==> src/rtl/rt_pkg.sv <==
package rt_pkg;

    typedef enum logic [1:0] {
        MODE_TIMER = 2'b00,
        MODE_PULSE = 2'b01,
        MODE_WIDTH = 2'b10,
        MODE_EVENT = 2'b11
    } rt_mode_e;

    localparam int ADDR_W = 2;

    localparam logic [ADDR_W-1:0] ADR_LO   = 2'd0;
    localparam logic [ADDR_W-1:0] ADR_HI   = 2'd1;
    localparam logic [ADDR_W-1:0] ADR_CTRL = 2'd2;
    localparam logic [ADDR_W-1:0] ADR_FLAG = 2'd3;

    // control byte field positions
    localparam int CB_POL  = 2;
    localparam int CB_STOP = 3;
    localparam int CB_WCTL = 4;
    localparam int CTRL_W  = 5;

endpackage

==> src/rtl/rt_pin_sync.sv <==
module rt_pin_sync #(
    parameter int STAGES = 2
) (
    input  logic clk,
    input  logic rst_n,
    input  logic pin_i,
    output logic lvl_o,
    output logic rise_o,
    output logic fall_o
);
    logic [STAGES-1:0] sh_q;
    logic              prev_q;

    always_ff @(posedge clk or negedge rst_n) begin
        if (!rst_n) begin
            sh_q   <= '0;
            prev_q <= 1'b0;
        end else begin
            sh_q   <= {sh_q[STAGES-2:0], pin_i};
            prev_q <= sh_q[STAGES-1];
        end
    end

    assign lvl_o  = sh_q[STAGES-1];
    assign rise_o = sh_q[STAGES-1] & ~prev_q;
    assign fall_o = ~sh_q[STAGES-1] & prev_q;

endmodule

==> src/rtl/rt_gate.sv <==
module rt_gate
    import rt_pkg::*;
(
    input  rt_mode_e mode_i,
    input  logic     stop_i,
    input  logic     pol_i,
    input  logic     tick_i,
    input  logic     lvl_i,
    input  logic     rise_i,
    input  logic     fall_i,
    output logic     dec_o,
    output logic     trail_o
);
    logic act_lvl;
    logic act_edge;
    logic end_edge;

    always_comb begin
        act_lvl  = lvl_i ^ pol_i;
        act_edge = pol_i ? fall_i : rise_i;
        end_edge = pol_i ? rise_i : fall_i;
        dec_o    = 1'b0;
        trail_o  = 1'b0;
        unique case (mode_i)
            MODE_TIMER: dec_o = tick_i & ~stop_i;
            MODE_PULSE: dec_o = tick_i & ~stop_i;
            MODE_WIDTH: begin
                dec_o   = tick_i & ~stop_i & act_lvl;
                trail_o = end_edge;
            end
            MODE_EVENT: dec_o = act_edge & ~stop_i;
        endcase
    end

endmodule

==> src/rtl/rt_count_core.sv <==
module rt_count_core #(
    parameter int CNT_W = 16
) (
    input  logic             clk,
    input  logic             rst_n,
    input  logic             ld_latch,
    input  logic             ld_count,
    input  logic [CNT_W-1:0] ld_val,
    input  logic             dec_en,
    output logic [CNT_W-1:0] count_o,
    output logic [CNT_W-1:0] latch_o,
    output logic             uf_o
);
    localparam logic [CNT_W-1:0] ONE = {{(CNT_W-1){1'b0}}, 1'b1};

    logic [CNT_W-1:0] count_q;
    logic [CNT_W-1:0] latch_q;

    assign uf_o = dec_en && !ld_count && (count_q == '0);

    always_ff @(posedge clk or negedge rst_n) begin
        if (!rst_n) begin
            count_q <= '1;
            latch_q <= '1;
        end else begin
            if (ld_latch) latch_q <= ld_val;
            if (ld_count) begin
                count_q <= ld_val;
            end else if (dec_en) begin
                if (count_q == '0) count_q <= latch_q;
                else               count_q <= count_q - ONE;
            end
        end
    end

    assign count_o = count_q;
    assign latch_o = latch_q;

    assert_dec_R2: assert property (@(posedge clk) disable iff (!rst_n)
        (dec_en && !ld_count && count_q != '0) |=> count_q == $past(count_q) - ONE);

    assert_reload_R3: assert property (@(posedge clk) disable iff (!rst_n)
        uf_o |=> count_q == $past(latch_q));

    assert_wr_wins_R13: assert property (@(posedge clk) disable iff (!rst_n)
        ld_count |=> count_q == $past(ld_val));

endmodule

==> src/rtl/rld_timer16.sv <==
module rld_timer16
    import rt_pkg::*;
#(
    parameter int DATA_W      = 8,
    parameter int SYNC_STAGES = 2
) (
    input  logic              clk,
    input  logic              rst_n,
    input  logic [1:0]        addr,
    input  logic              wr_stb,
    input  logic              rd_stb,
    input  logic [DATA_W-1:0] wdata,
    output logic [DATA_W-1:0] rdata,
    input  logic              tick,
    input  logic              pin_in,
    output logic              pin_out,
    output logic              pin_oe,
    output logic              irq_uf,
    output logic              irq_edge
);
    localparam int CNT_W = 2 * DATA_W;

    logic [CTRL_W-1:0] ctrl_q;
    logic [DATA_W-1:0] lo_buf_q;
    logic [DATA_W-1:0] snap_q;
    logic              uf_flag_q;
    logic              edge_flag_q;
    logic              pout_q;

    rt_mode_e          mode;
    logic              wr_lo, wr_hi, wr_ctrl, wr_flag;
    logic              ld_count;
    logic [CNT_W-1:0]  ld_val;
    logic [CNT_W-1:0]  cnt_w;
    logic [CNT_W-1:0]  latch_w;
    logic              uf_w;
    logic              dec_w;
    logic              trail_w;
    logic              lvl_w, rise_w, fall_w;

    assign mode     = rt_mode_e'(ctrl_q[1:0]);
    assign wr_lo    = wr_stb && (addr == ADR_LO);
    assign wr_hi    = wr_stb && (addr == ADR_HI);
    assign wr_ctrl  = wr_stb && (addr == ADR_CTRL);
    assign wr_flag  = wr_stb && (addr == ADR_FLAG);
    assign ld_count = wr_hi && !ctrl_q[CB_WCTL];
    assign ld_val   = {wdata, lo_buf_q};

    rt_pin_sync #(.STAGES(SYNC_STAGES)) u_sync (
        .clk    (clk),
        .rst_n  (rst_n),
        .pin_i  (pin_in),
        .lvl_o  (lvl_w),
        .rise_o (rise_w),
        .fall_o (fall_w)
    );

    rt_gate u_gate (
        .mode_i  (mode),
        .stop_i  (ctrl_q[CB_STOP]),
        .pol_i   (ctrl_q[CB_POL]),
        .tick_i  (tick),
        .lvl_i   (lvl_w),
        .rise_i  (rise_w),
        .fall_i  (fall_w),
        .dec_o   (dec_w),
        .trail_o (trail_w)
    );

    rt_count_core #(.CNT_W(CNT_W)) u_core (
        .clk      (clk),
        .rst_n    (rst_n),
        .ld_latch (wr_hi),
        .ld_count (ld_count),
        .ld_val   (ld_val),
        .dec_en   (dec_w),
        .count_o  (cnt_w),
        .latch_o  (latch_w),
        .uf_o     (uf_w)
    );

    // register port state
    always_ff @(posedge clk or negedge rst_n) begin
        if (!rst_n) begin
            ctrl_q   <= '0;
            lo_buf_q <= '0;
            snap_q   <= '0;
        end else begin
            if (wr_ctrl) ctrl_q <= wdata[CTRL_W-1:0];
            if (wr_lo)   lo_buf_q <= wdata;
            if (rd_stb && addr == ADR_HI) snap_q <= cnt_w[DATA_W-1:0];
        end
    end

    // flags: a new event outranks a clear in the same cycle
    always_ff @(posedge clk or negedge rst_n) begin
        if (!rst_n) begin
            uf_flag_q   <= 1'b0;
            edge_flag_q <= 1'b0;
        end else begin
            uf_flag_q   <= (uf_flag_q   & ~(wr_flag & wdata[0])) | uf_w;
            edge_flag_q <= (edge_flag_q & ~(wr_flag & wdata[1])) | trail_w;
        end
    end

    // pulse output
    always_ff @(posedge clk or negedge rst_n) begin
        if (!rst_n) begin
            pout_q <= 1'b0;
        end else if (wr_ctrl) begin
            pout_q <= wdata[CB_POL];
        end else if (mode == MODE_PULSE && uf_w) begin
            pout_q <= ~pout_q;
        end
    end

    always_comb begin
        unique case (addr)
            ADR_LO:   rdata = snap_q;
            ADR_HI:   rdata = cnt_w[CNT_W-1:DATA_W];
            ADR_CTRL: rdata = {{(DATA_W-CTRL_W){1'b0}}, ctrl_q};
            ADR_FLAG: rdata = {{(DATA_W-2){1'b0}}, edge_flag_q, uf_flag_q};
        endcase
    end

    assign pin_out  = pout_q;
    assign pin_oe   = (mode == MODE_PULSE);
    assign irq_uf   = uf_flag_q;
    assign irq_edge = edge_flag_q;

    assert_lo_buffered_R4: assert property (@(posedge clk) disable iff (!rst_n)
        wr_lo |=> $stable(latch_w));

    assert_stop_holds_R7: assert property (@(posedge clk) disable iff (!rst_n)
        (ctrl_q[CB_STOP] && !wr_stb) |=> $stable(cnt_w));

    assert_toggle_R8: assert property (@(posedge clk) disable iff (!rst_n)
        (mode == MODE_PULSE && uf_w && !wr_ctrl) |=> pin_out != $past(pin_out));

    assert_flag_set_R12: assert property (@(posedge clk) disable iff (!rst_n)
        uf_w |=> irq_uf);

endmodule

==> config.mk <==
export PLATFORM = sky130hd
export DESIGN_NAME = rld_timer16
export DESIGN_NICKNAME = d
export VERILOG_FILES = /design/src/rtl/rt_pkg.sv /design/src/rtl/rt_pin_sync.sv /design/src/rtl/rt_gate.sv /design/src/rtl/rt_count_core.sv /design/src/rtl/rld_timer16.sv
export SDC_FILE = /design/constraint.sdc
export NUM_CORES = 1
export LEC_CHECK = 0
export CORE_ASPECT_RATIO = 1.2
export CORE_MARGIN = 2
export CORE_UTILIZATION = 30
export CTS_CLUSTER_DIAMETER = 30
export DETAILED_ROUTE_END_ITERATION = 12
export GPL_TIMING_DRIVEN = 0
export PLACE_DENSITY = 0.56
export SYNTH_ARGS = -nofsm -noshare
export SYNTH_HDL_FRONTEND = slang
export SYNTH_SLANG_ARGS = --single-unit
==> constraint.sdc <==
create_clock -name clk -period 6.6 [get_ports clk]
set_input_delay 0.66 -clock clk [delete_from_list [all_inputs] [get_ports clk]]
set_output_delay 0.66 -clock clk [all_outputs]
set_load 0.02 [all_outputs]
# Yosys cells after proc, flatten, opt, wreduce, memory -nomap -nowiden
# Cells that the tools add are included.
# classes
n_eq_ne	6
bitwise_logic	18
muxes	10
reduce_logical	17
add_sub_neg	1
# ops
operator	n
$mux W16	3
$pmux W8 S4	1
$logic_not A16 Y1	1
$sub A16 B1 Y16 const B	1
$and A1 B1 Y1	9
$logic_and A1 B1 Y1	9
$eq A2 B2 Y1 const B	4
$not A1 Y1	6
$mux W1	5
$eq A2 B1 Y1 const B	2
$logic_not A2 Y1	2
$reduce_bool A2 Y1	2
$pmux W1 S3	1
$logic_not A1 Y1	2
$or A1 B1 Y1	2
$reduce_or A2 Y1	1
$xor A1 B1 Y1	1
# word_totals
ff_bits	59
inputBits	16

# Longest topological paths before layout
# depth
word_depth	10
depth_mapped	8
ltp_nobuf	7

# Modules after synthesis
# Synthesis repeated with hierarchy kept, for this count alone.
# hier_totals
hier_cells	284
area_unflattened_um2	3195.6
# modules_own_cells
module	cells_each	n_inst	area_per_inst_um2
rt_count_core	189	1	1920.6
rld_timer16	82	1	1122.3
rt_pin_sync	5	1	90.1
rt_gate	8	1	62.6

# Worst setup path after synthesis
# OpenSTA, ideal clock, no wires.
# synth_path
path_kind	input -> output
start	input addr[0]
end	output rdata[2]
t_required_ns	5.940
path_stages	3
t_arrival_ns	1.651
slack_ns	4.289
path_buffers	1
path_cell_list	buf_1 > mux2i_1 > o21ai_0
# synth_between
elab_chain_cells	2
elab_cells_between_ends	5
classes_between	3 x eq/ne; 1 x mux; 1 x reduce/logical
# synth_rtl
element	line	source
start, declared	rld_timer16.sv:9	input logic [1:0] addr,
$eq A2 B2 Y1, or another cell as far along	rld_timer16.sv:118	unique case (addr)
$pmux W8 S4 (*)	rld_timer16.sv:118	
end, declared	rld_timer16.sv:13	output logic [DATA_W-1:0] rdata,
# Mark *: on every way between the ends. The rest lies on a longest branch, timed or not.

# Final worst setup path
# layout_path
start	input addr[1]
end	output rdata[1]
# The elaborated chain is that of the path after synthesis.

==> results.cfg <==
[critical_path]
cp_max_fo = 10
crit_type = in2out
end_kind = output pin
start_kind = input port
required_ns = 5.94
cp.arrival_ns = 2.74

[sta]
worstMarginPinSlew_ns = 0.9532
skew_ns = 0.007960
finalCritPeriodShare = 0.5148
fmax_mhz = 294.3
rsz0062_at_grt = false
finalHoldViolations = 0
finalSetupViolCount = 0
maxSlewViolCount = 0
setup_slack_ns = 3.203
slew-limit-headroom = 0.3617
fin_crit_ns = 3.397
finalSetupTns_ns = 0

[power]
pwr-share-seq = 0.406
irDropWorstVdd_v = 0.0001109
p_leak_nw = 1.504
p_per_area_nw_per_um2 = 407.7
p_switching_w = 0.0005303
intPower_w = 0.001035
p_sw_frac = 0.3387
clockPowerShare = 0.279
pwr-share-comb = 0.315

[global_route]
grt_pass1_vias = 2576
antenna_found_initial = 0
grt_max_degree = 34
grt_use_total = 0.1573
grt_remaining_overflow = 0
busiest_layer = met2
use_met3 = 0.03257
grtUsageMet1 = 0.1995
use_met2 = 0.2565
grt_first_pass_wirelength_um = 13560

[route]
viasPerCell = 5.227
drt_wl_total_um = 8212
wl_per_cell_um = 18.09
dr.pass1.iters = 4
vias = 2373
ant_nets = 0
drc = 0
drt-initial-drc-count = 172

[clock_network]
hold_buffers = 0
root_buffer = clkbuf_16
cts-resized-gates = 0
cts_sinks = 59
cts_htree_levels = 3
insertion_delay_ns = 0.33
cts_buffers = 9
clockBufferDepth = 2
cts_tree = built
path_clk_slew_ns = 0.05
post_cts_buffers = 0

[synth]
synth-edff-count = 0
synth_area_leaders = dfstp_2 27%, dfrtp_1 22%, mux2_2 12%
synth_top_area_cell = dfstp_2
synthesis.nets = 302
ys.flop_type = dfstp_2
syn_area_per_cell_um2 = 10.94
synth-seq-area-share = 0.4879
syn_inst = 284
syn_area_um2 = 3108
yosys_warnings = 0
yosysUniqueCellTypes = 53
synth-async-reset-ratio = 1.000
ys_seq_elements = 59
synth_top_area_frac = 0.2705

[layout]
mostFrequentLayoutCell = mux2_2
areaGrowthSynthToFinish_pct = 23.55
drive_gt1_frac = 0.2866
fill_cells = 1010
post-route-util = 0.3817
final_cell_area_um2 = 3840
layout.nets = 341
mostFrequentLayoutCells = 34 x mux2_2, 32 x dfstp_2, 27 x dfrtp_1
num_antenna_cells = 0

[floorplanning]
pin_count = 28
dieArea_um2 = 11190
die_w_um = 96.92
die_h_um = 115.5
core-area_um2 = 10060
start_util = 0.3090
fp-row-count = 40

[placement]
dpl_worst_slack_ns = 3.177
place.detailed.hpwl_um = 5837
placed_area_um2 = 3556
place_congestion = 0.9047
port_buffers = 27

[status]
status = finished clean

[min_path]
hold_class = reg2reg

[flow_run]
cap_violations = 0
-- synthesized netlist by cell type, types with 3 or more instances --
cell type and n:
a211oi_1 3, a21oi_1 13, clkbuf_1 11, dfrtp_1 27
dfstp_2 32, inv_1 7, mux2_2 34, mux2i_1 12
nand2_1 22, nand2b_1 5, nand3_1 9, nand3b_1 4
nand4_1 6, nor2_1 20, o211ai_1 6, o21ai_0 13
o22ai_1 3, o31ai_1 5, or3_1 3, xnor2_1 4
-- layout make-up --
class                      instances  area (µm²)  area share
tap                              126       157.7     0.04106
multi-input combinational        205        1514      0.3943
inverter                           7       26.28    0.006843
clock buffer                      14       274.0     0.07136
timing repair buffer              28       285.3     0.07429
clock inverter                     2       10.01    0.002607
sequential                        59        1516      0.3949
buffer                            13       56.30     0.01466
-- state kept, by name, indices dropped and copies added (netlist names) --
signal	flops
pin_out	1
lo_buf_q	8
irq_uf	1
snap_q	8
ctrl_q	5
u_core.count_o	16
u_sync.prev_q	1
u_sync.sh_q	2
u_core.latch_o	16
irq_edge	1
-- worst paths after layout --
kind,start,to,slack (ns),cells after the start
min,u_sync.sh_q[0],u_sync.sh_q[1],0.34,0
max,addr[1],rdata[1],3.20,4
min in group asynchronous,rst_n,u_sync.sh_q[0],0.42,1
max in group asynchronous,rst_n,u_core.latch_o[13],5.50,2
max reg2reg,u_core.count_o[0],u_core.count_o[6],4.00,8
min reg2reg,u_sync.sh_q[0],u_sync.sh_q[1],0.34,0
-- per-layer routing --
metal / up-vias / wire length [µm] / share of wire
met2: 54 / 3965 / 0.48
li1: 1134 / - / -
met1: 1169 / 3753 / 0.46
met4: 0 / 187 / 0.023
met3: 16 / 305 / 0.037
met5: - / 0 / 0
-- metrics by stage --
stage          std cells  hold slack (ns)   power, W
3_3_place_gp         437           0.3322   0.001121
2_1_floorplan        284           0.3312  0.0009557
4_1_cts              454           0.3479   0.001580
5_1_grt              454           0.3681   0.001667
6_report             454           0.3444   0.001566
3_5_place_dp         438           0.3365   0.001135
-- critical path, stage by stage --
cell             delay, ns
clkdlybuf4s50_1       0.55
clkbuf_1              0.42
mux4_2                0.56
clkdlybuf4s50_1       0.55
-- logic make-up after synthesis --
group / share of synthesized area
and+or+nand+nor: 0.1461
DFF: 0.4879
xor gates and xnor gates: 0.01409
buffers and inverters: 0.02657
muxes: 0.1763
AOI/OAI and AO/OA: 0.1409
adders and majority gates: 0.008050
-- power by group through the flow --
stage               Combinational (W)  Sequential [W]  Clock, W
floorplan                    0.000352        0.000603         0
global placement             0.000486        0.000635         0
detailed placement           0.000495        0.000639         0
CTS                          0.000498        0.000634  0.000448
global route                 0.000549        0.000655  0.000463
finish                       0.000493        0.000636  0.000437
Note: power is estimated with default switching activity, not from simulation.
